`src/rtl/osr_pkg.sv`:
```
package osr_pkg;
  parameter int unsigned OVS  = 3;               // samples per bit
  parameter int unsigned BITS = 8;               // bits per clock cycle
  parameter int unsigned SMP  = OVS * BITS;      // samples per word
  parameter int unsigned CW   = $clog2(BITS + 1);      // per-slot tally width
  parameter int unsigned PW   = $clog2(OVS);           // pointer width
  parameter int unsigned NW   = $clog2(BITS + 2);      // group count width
  parameter int unsigned ACC  = 4 * BITS;              // regroup storage
  parameter int unsigned FW   = $clog2(ACC + 1);       // regroup fill width

  typedef logic [PW-1:0] slot_t;
  typedef logic [OVS-1:0][CW-1:0] tally_t;
endpackage

```
`src/rtl/osr_edge_bin.sv`:
```
module osr_edge_bin
  import osr_pkg::*;
(
  input  logic           clk,
  input  logic           rst_n,
  input  logic [SMP-1:0] smp_i,
  input  logic           smp_vld_i,
  output logic [SMP:0]   ext_o,
  output tally_t         tally_o,
  output logic           vld_o
);
  logic         seam_q;
  logic [SMP:0] ext1_q;
  logic         v1_q;
  tally_t       tally_d;

  // boundary at sample j sits between ext1_q[j] and ext1_q[j+1]
  always_comb begin
    tally_d = '0;
    for (int j = 0; j < SMP; j++) begin
      if (ext1_q[j+1] != ext1_q[j])
        tally_d[j % OVS] = tally_d[j % OVS] + CW'(1);
    end
  end

  always_ff @(posedge clk or negedge rst_n) begin
    if (!rst_n) begin
      seam_q  <= 1'b0;
      ext1_q  <= '0;
      v1_q    <= 1'b0;
      ext_o   <= '0;
      tally_o <= '0;
      vld_o   <= 1'b0;
    end else begin
      v1_q  <= smp_vld_i;
      vld_o <= v1_q;
      if (smp_vld_i) begin
        ext1_q <= {smp_i, seam_q};
        seam_q <= smp_i[SMP-1];
      end
      if (v1_q) begin
        ext_o   <= ext1_q;
        tally_o <= tally_d;
      end
    end
  end

  // an idle cycle leaves the remembered seam sample untouched
  assert_seam_hold_R3: assert property (@(posedge clk) disable iff (!rst_n)
    !smp_vld_i |=> $stable(seam_q));
endmodule

```
`src/rtl/osr_phase_sel.sv`:
```
module osr_phase_sel
  import osr_pkg::*;
(
  input  logic          clk,
  input  logic          rst_n,
  input  logic          vld_i,
  input  logic [SMP:0]  ext_i,
  input  tally_t        tally_i,
  output logic [BITS:0] bits_o,
  output logic [NW-1:0] num_o,
  output logic          vld_o
);
  localparam slot_t MID  = slot_t'(OVS / 2);
  localparam slot_t LAST = slot_t'(OVS - 1);

  slot_t           ptr_q, nptr, win, tgt, up, dn;
  logic            win_ok, beats, fwd, bwd;
  logic [BITS-1:0] sel;
  logic [BITS:0]   bits_d;
  logic [NW-1:0]   num_d;

  // a strict winner slot picks the target, otherwise hold
  always_comb begin
    win_ok = 1'b0;
    win    = '0;
    beats  = 1'b0;
    for (int i = 0; i < OVS; i++) begin
      beats = 1'b1;
      for (int m = 0; m < OVS; m++) begin
        if (m != i && tally_i[m] >= tally_i[i]) beats = 1'b0;
      end
      if (beats) begin
        win_ok = 1'b1;
        win    = slot_t'(i);
      end
    end
  end

  always_comb begin
    tgt  = (win == LAST) ? slot_t'(0) : win + slot_t'(1);
    up   = (ptr_q == LAST) ? slot_t'(0) : ptr_q + slot_t'(1);
    dn   = (ptr_q == '0) ? LAST : ptr_q - slot_t'(1);
    nptr = ptr_q;
    if (win_ok) begin
      if (tgt == up)      nptr = up;
      else if (tgt == dn) nptr = dn;
    end
    fwd = (ptr_q == LAST) && (nptr == '0);
    bwd = (ptr_q == '0) && (nptr == LAST);
  end

  // selection under the new pointer, with wrap adjustment
  always_comb begin
    for (int k = 0; k < BITS; k++) sel[k] = ext_i[int'(nptr) + OVS * k + 1];
    bits_d = '0;
    if (bwd) begin
      bits_d = {sel, ext_i[0]};
      num_d  = NW'(BITS + 1);
    end else if (fwd) begin
      bits_d[BITS-2:0] = sel[BITS-1:1];
      num_d  = NW'(BITS - 1);
    end else begin
      bits_d[BITS-1:0] = sel;
      num_d  = NW'(BITS);
    end
  end

  always_ff @(posedge clk or negedge rst_n) begin
    if (!rst_n) begin
      ptr_q  <= MID;
      bits_o <= '0;
      num_o  <= '0;
      vld_o  <= 1'b0;
    end else begin
      vld_o <= vld_i;
      if (vld_i) begin
        ptr_q  <= nptr;
        bits_o <= bits_d;
        num_o  <= num_d;
      end
    end
  end

  assert_ptr_legal_R5: assert property (@(posedge clk) disable iff (!rst_n)
    ptr_q <= LAST);
  assert_quiet_hold_R5: assert property (@(posedge clk) disable iff (!rst_n)
    (vld_i && tally_i == '0) |=> ptr_q == $past(ptr_q));
  assert_count_range_R7: assert property (@(posedge clk) disable iff (!rst_n)
    vld_o |-> (num_o >= NW'(BITS - 1) && num_o <= NW'(BITS + 1)));
  assert_nine_on_back_wrap_R7: assert property (@(posedge clk) disable iff (!rst_n)
    (vld_o && num_o == NW'(BITS + 1)) |-> (ptr_q == LAST && $past(ptr_q) == '0));
  assert_seven_on_fwd_wrap_R7: assert property (@(posedge clk) disable iff (!rst_n)
    (vld_o && num_o == NW'(BITS - 1)) |-> (ptr_q == '0 && $past(ptr_q) == LAST));
endmodule

```
`src/rtl/osr_regroup.sv`:
```
module osr_regroup
  import osr_pkg::*;
(
  input  logic            clk,
  input  logic            rst_n,
  input  logic            vld_i,
  input  logic [BITS:0]   bits_i,
  input  logic [NW-1:0]   num_i,
  output logic [BITS-1:0] word_o,
  output logic            word_vld_o
);
  logic [ACC-1:0] acc_q, acc_d, merged;
  logic [FW-1:0]  fill_q, fill_d, total;
  logic           emit;

  always_comb begin
    merged = acc_q;
    total  = fill_q;
    if (vld_i) begin
      merged = acc_q | ({{(ACC-BITS-1){1'b0}}, bits_i} << fill_q);
      total  = fill_q + FW'(num_i);
    end
    emit   = total >= FW'(BITS);
    acc_d  = emit ? (merged >> BITS) : merged;
    fill_d = emit ? total - FW'(BITS) : total;
  end

  always_ff @(posedge clk or negedge rst_n) begin
    if (!rst_n) begin
      acc_q      <= '0;
      fill_q     <= '0;
      word_o     <= '0;
      word_vld_o <= 1'b0;
    end else begin
      acc_q      <= acc_d;
      fill_q     <= fill_d;
      word_vld_o <= emit;
      if (emit) word_o <= merged[BITS-1:0];
    end
  end

  assert_no_overflow_R8: assert property (@(posedge clk) disable iff (!rst_n)
    vld_i |-> (int'(fill_q) + BITS + 1 <= ACC));
  assert_pending_bound_R8: assert property (@(posedge clk) disable iff (!rst_n)
    fill_q < FW'(2 * BITS));
endmodule

```
`src/rtl/osr_recover.sv`:
```
module osr_recover
  import osr_pkg::*;
(
  input  logic            clk,
  input  logic            rst_n,
  input  logic [SMP-1:0]  smp_i,
  input  logic            smp_vld_i,
  output logic [BITS:0]   rec_bits_o,
  output logic [NW-1:0]   rec_cnt_o,
  output logic            rec_vld_o,
  output logic [BITS-1:0] word_o,
  output logic            word_vld_o
);
  logic [SMP:0] ext;
  tally_t       tally;
  logic         tvld;

  osr_edge_bin u_bin (
    .clk(clk), .rst_n(rst_n), .smp_i(smp_i), .smp_vld_i(smp_vld_i),
    .ext_o(ext), .tally_o(tally), .vld_o(tvld)
  );

  osr_phase_sel u_sel (
    .clk(clk), .rst_n(rst_n), .vld_i(tvld), .ext_i(ext), .tally_i(tally),
    .bits_o(rec_bits_o), .num_o(rec_cnt_o), .vld_o(rec_vld_o)
  );

  osr_regroup u_grp (
    .clk(clk), .rst_n(rst_n), .vld_i(rec_vld_o), .bits_i(rec_bits_o),
    .num_i(rec_cnt_o), .word_o(word_o), .word_vld_o(word_vld_o)
  );

  assert_latency_R3: assert property (@(posedge clk) disable iff (!rst_n)
    rec_vld_o == $past(smp_vld_i, 3));
endmodule

```
`config.mk`:
```
export PLATFORM = sky130hd
export DESIGN_NAME = osr_recover
export DESIGN_NICKNAME = d
export VERILOG_FILES = /design/src/rtl/osr_pkg.sv /design/src/rtl/osr_edge_bin.sv /design/src/rtl/osr_phase_sel.sv /design/src/rtl/osr_regroup.sv /design/src/rtl/osr_recover.sv
export SDC_FILE = /design/constraint.sdc
export NUM_CORES = 1
export LEC_CHECK = 0
export ABC_AREA = 1
export BUFFER_PORTS_ARGS = -buffer_cell sky130_fd_sc_hd__buf_2
export CORE_MARGIN = 5
export CORE_UTILIZATION = 43
export CTS_CLUSTER_SIZE = 40
export DETAILED_ROUTE_END_ITERATION = 16
export SYNTH_ARGS = -nofsm -noshare
export SYNTH_HDL_FRONTEND = slang
export SYNTH_HIERARCHICAL = 1
export SYNTH_SLANG_ARGS = --single-unit
```
`constraint.sdc`:
```
create_clock -name clk -period 5 [get_ports clk]
set_input_delay 0.75 -clock clk [delete_from_list [all_inputs] [get_ports clk]]
set_output_delay 0.75 -clock clk [all_outputs]
set_load 0.1 [all_outputs]
```
* After elaboration in Yosys (flattened, before gate mapping)
Index checks and enable logic that the tools add are counted.
Widths: inputs -> output; s select.
** Storage, ports and cells
- Bits in registers :: 128
** Cells by class
- Reductions and logical operators :: 4
- $lt $le $gt $ge :: 15
- Shifts and indexed selects :: 1
- Equal/unequal tests :: 29
- Muxes and demuxes :: 67
- Bitwise operators :: 1
- Add/sub/neg operators :: 41
** Operators with widths (count)
- $lt 32x6->1 const B :: 8
- $add 32x1->32 const B :: 7
- $mux 4 :: 23
- $add 4x1->4 const B :: 18
- $mux 32 :: 2
- $bmux 1 s5 :: 8
- $or 32x32->32 :: 1
- $shl 9x6->32 :: 1
- $ge 4x4->1 :: 6
- $ne 1x1->1 :: 24
- $mux 1 :: 23
- $add 2x4->5 const B :: 3
- $mux 2 :: 7
- $add 2x5->6 const B :: 2
- $mux 6 :: 2
- $mux 8 :: 1
- $mux 7 :: 1
- $add 1x1->2 const B :: 3
- $add 6x4->6 :: 1
- $eq 2x2->1 const B :: 3
- $ge 6x4->1 const B :: 1
- $sub 6x4->6 const B :: 1
- $add 2x1->2 const B :: 2
- $add 2x3->4 const B :: 1
- other kinds (6) :: 9

* Longest topological paths before layout
- Depth in word-level cells :: 17
- Gate-level depth with buffers :: 27
- Mapped depth without buffers :: 27

* Cells and area by module
The synthesis kept the hierarchy.
** By module, submodules not included
- osr_edge_bin :: cells an instance 642, area each 4329.2 µm², times used 1, seq. area each 1601.5 µm²
- osr_regroup :: cells an instance 435, area each 2941.6 µm², times used 1, seq. area each 1176.1 µm²
- osr_phase_sel :: cells an instance 278, area each 1779.2 µm², times used 1, seq. area each 376.6 µm²

* Worst setup path after synthesis
Ideal clock, no wire load.
- Path kind :: reg-to-reg
- Start :: register u_bin.ext1_q[1]
- End :: register u_bin/tally_o[5] (netlist name)
- Path buffers :: 0
- Setup slack :: 1.408 ns
- Setup time :: 0.127 ns
- Stages on the path, launching flop included :: 25
- Data arrival time :: 3.465 ns
- Cell sequence :: dfrtp_1 > inv_1 > nand2_1 > nand2_1 > inv_1 > ha_1 > inv_1 > nand3_1 > nand3_1 > inv_1 > nand2_1 > nand3_2 > ha_1 > or2_2 > nand3_1 > nand2_1 > nand2_1 > nand2_1 > ha_1 > or2_2 > nand2_1 > inv_1 > ha_1 > o21ai_0 > o21ai_0
** Between the ends
- Word-level cells in the longest chain between the ends :: 16
** RTL lines
- start, declared :: line osr_edge_bin.sv:13 : logic [SMP:0] ext1_q;
- start signal, assigned :: line osr_edge_bin.sv:38 : ext1_q <= {smp_i, seam_q};
- $ne 1x1->1 (*) :: line osr_edge_bin.sv:21 : if (ext1_q[j+1] != ext1_q[j])
- $mux 1 (*) :: line osr_edge_bin.sv:21
- $add 1x1->2 :: line osr_edge_bin.sv:22 : tally_d[j % OVS] = tally_d[j % OVS] + CW'(1);
- $mux 4 (*) :: line osr_edge_bin.sv:21
- $add 4x1->4 :: line osr_edge_bin.sv:22
- $mux 4 (*) :: line osr_edge_bin.sv:21
- $add 4x1->4 :: line osr_edge_bin.sv:22
- $mux 4 (*) :: line osr_edge_bin.sv:21
- $add 4x1->4 :: line osr_edge_bin.sv:22
- $mux 4 (*) :: line osr_edge_bin.sv:21
- $add 4x1->4 :: line osr_edge_bin.sv:22
- $mux 4 (*) :: line osr_edge_bin.sv:21
- $add 4x1->4 :: line osr_edge_bin.sv:22
- $mux 4 (*) :: line osr_edge_bin.sv:21
- $add 4x1->4 :: line osr_edge_bin.sv:22
- $mux 4 (*) :: line osr_edge_bin.sv:21
- end signal, assigned :: line osr_edge_bin.sv:43 : tally_o <= tally_d;
- end, declared :: line osr_edge_bin.sv:9 : output tally_t tally_o,
Mark *: on every way between the ends. The rest lies on a longest branch, timed or not.
A chain may end at the register's enable or synchronous reset.

* Worst setup path after layout
Ends and elaborated chain as after synthesis.

==> metrics.yaml <==
synth:
  synth.distinct_cells: 46
  synth_commonest_cells: "nand2_1, nand3_1, inv_1"
  synthCells: 1355
  seq_area_frac_synth: 0.349
  syn_area_mm2: 0.00905
  ys_seq_elements: 126
  synth_area_per_cell_um2: 6.68
  post-synth-top-count-cell: "nand2_1"
  synth_warnings: 6
  async_flop_share: 1.00
  synth_top_cell_area_share: 0.346
  synth-main-ff-cell: "dfrtp_1"
  yosys-top-cells-area: "dfrtp_1, nand2_1, nand3_1"
  yosysTopAreaCell: "dfrtp_1"
  synth_edf_count: 0
  synth_nets: 1423
sta:
  rsz0062_at_grt: "false"
  min_period_ns: 3.95
  setup_violations: 0
  hold_viol: 0
  clock_skew_ns: 0.00872
  tns_ns: 0
  clock.fmax_mhz: 253
  max_slew.worst_pin.slew_ns: 0.897
  drv_slew: 0
  finalCritPeriodShare: 0.790
  max_slew_margin: 0.400
  fin_hold_ws_ns: 0.377
clock_network:
  cts-root-buf: "clkbuf_16"
  post-cts-setup-buffers: 0
  cts_resized: 0
  cts_buffers: 17
  clkSlewWorstSetupHoldPaths_ns: 0.06
  ctsHoldBuffers: 0
  htree_levels: 4
  cts_sinks: 126
  clock_path_buffers: 2
  cts_tree: "done"
  clkLatencyLatePin_ns: 0.41
cells_and_area:
  num-nets-final: 1457
  seqCellArea_mm2: 0.00315
  fillers: 2160
  multi_input_area_mm2: 0.00497
  area_growth_pct: 10.6
  drive_gt1_frac: 0.111
  n_antenna_cell: 0
routing:
  num_vias: 8352
  drt-total-wl_mm: 22.2
  dr.pass1.iters: 7
  drcViolationCount: 0
  ant_nets: 0
  via_per_inst: 4.98
  initialDrtViolationCount: 558
  post_drt_wl_per_cell_um: 13.2
grt:
  antenna_found_initial: 0
  grt_overflow: 0
  groute.usage.overall: 0.189
  grt_pass1_vias: 7814
  grt_pass1_wl_mm: 37.7
  grt_max_degree: 82
floorplan:
  placementRows: 53
  io_pins: 50
  die_h_um: 155
  coreArea_mm2: 0.0209
  start_util: 0.433
  fp.dieArea_mm2: 0.0240
  die_w_um: 155
setup_path:
  worst-path-max-fanout: 4
  worstPathRequired_ns: 5.29
  timing.reg2reg.setup_slack_ns: 1.05
  criticalPathCategory: "reg2reg"
  endpoint_kind: "flop"
  startpoint_type: "flop"
  cp.arrival_ns: 4.24
run:
  drv_cap: 0
placed_design:
  dpl.hpwl_mm: 16.6
  portBuffers: 49
  gp_congestion: 0.846
hold_path:
  hold_class: "in2async"
outcome:
  outcome: "completed"
==> per-stage QoR <==
stage | area (um2) | std cells | utilization | setup slack (ns)
floorplan | 9050 | 1355 | - | 1.41
global route | 10000 | 1677 | 0.479 | 0.666
CTS | 10000 | 1677 | 0.479 | 1.07
detailed placement | 9430 | 1645 | 0.451 | 1.11
finish | 10000 | 1677 | 0.479 | 1.05
global placement | 9430 | 1645 | 0.451 | 1.21
==> final timing paths <==
kind	startpoint	end	depth (start not counted)
setup reg to reg	u_bin/ext1_q[1]	u_bin/tally_o[5]	24
hold / removal	rst_n	u_bin/ext_o[10]	1
min in group clk	u_grp/word_o[7]	u_grp/word_o[7]	2
setup / recovery	u_bin/ext1_q[1]	u_bin/tally_o[5]	24
hold reg to reg	u_grp/word_o[7]	u_grp/word_o[7]	2
max in group asynchronous	rst_n	u_grp/acc_q[2]	2
==> area by class of cell <==
| type | instances | area share |
|---|---|---|
| Clock buffer | 19 | 0.0442 |
| Clock inverter | 13 | 0.0139 |
| Inverter | 185 | 0.0696 |
| Multi-Input combinational cell | 1008 | 0.496 |
| Sequential cell | 126 | 0.315 |
| Tap cell | 275 | 0.0344 |
| Timing Repair Buffer | 51 | 0.0266 |
==> cell usage in the layout, fill, tap and decap left out, drive strengths merged, types with 3 or more instances in the layout <==
cell    Yosys  layout
nand2     575     575
nand3     195     195
inv       184     185
dfrtp     125     125
o21ai      76      76
buf        19      51
nor2       45      45
ha         40      40
clkbuf     17      19
a21oi      19      19
or2        11      11
o21bai     10      10
nand4       9       9
clkinv      1       9
xor2        7       7
xnor2       4       4
nand3b      4       4
o31ai       3       3
and2        3       3
==> worst max-delay path, cell delays in order, from the launching register on <==
cell and delay, ns:
dfrtp_1 0.39, inv_1 0.11, nand2_1 0.06, nand2_1 0.14
inv_1 0.08, ha_1 0.34, inv_1 0.07, nand3_1 0.13
nand3_1 0.15, inv_1 0.05, nand2_1 0.07, nand3_2 0.11
ha_1 0.30, or2_2 0.30, nand3_1 0.09, nand2_1 0.05
nand2_1 0.09, nand2_1 0.07, ha_1 0.28, or2_2 0.30
nand2_1 0.07, inv_1 0.05, ha_1 0.28, o21ai_0 0.16
o21ai_0 0.11
==> layer usage <==
metal  GRT usage  up-vias  part of all wire
met5           0        -                 0
met4      0.0589        0             0.013
met3      0.0211       23             0.040
met2       0.306      160              0.45
met1       0.267     3822              0.50
li1            -     4347                 -
==> sequential cells by signal, indices dropped and copies added, names as in the netlist <==
name              cells
u_bin/ext1_q         24
u_sel/bits_o          9
u_bin/ext_o          25
u_bin/seam_q          1
u_grp/word_vld_o      1
u_grp/acc_q          32
u_bin/vld_o           1
u_grp/fill_q          6
u_bin/v1_q            1
u_sel/vld_o           1
u_grp/word_o          8
u_sel/num_o           3
u_sel/ptr_q           2
u_bin/tally_o        12
==> logic make-up (layout without fill, tap and decap cells) <==
family,count (synthesis),count (layout),synth area share
simple gates,843,843,0.409
buf+inv,221,268,0.103
flops,126,126,0.349
compound gates,113,113,0.0716
fa+ha+maj,41,41,0.0575
xor+xnor,11,11,0.0106
Power is left out: the tool's default activity adds up to more than one toggle a clock period on the data nets, which glitch-free logic cannot reach.
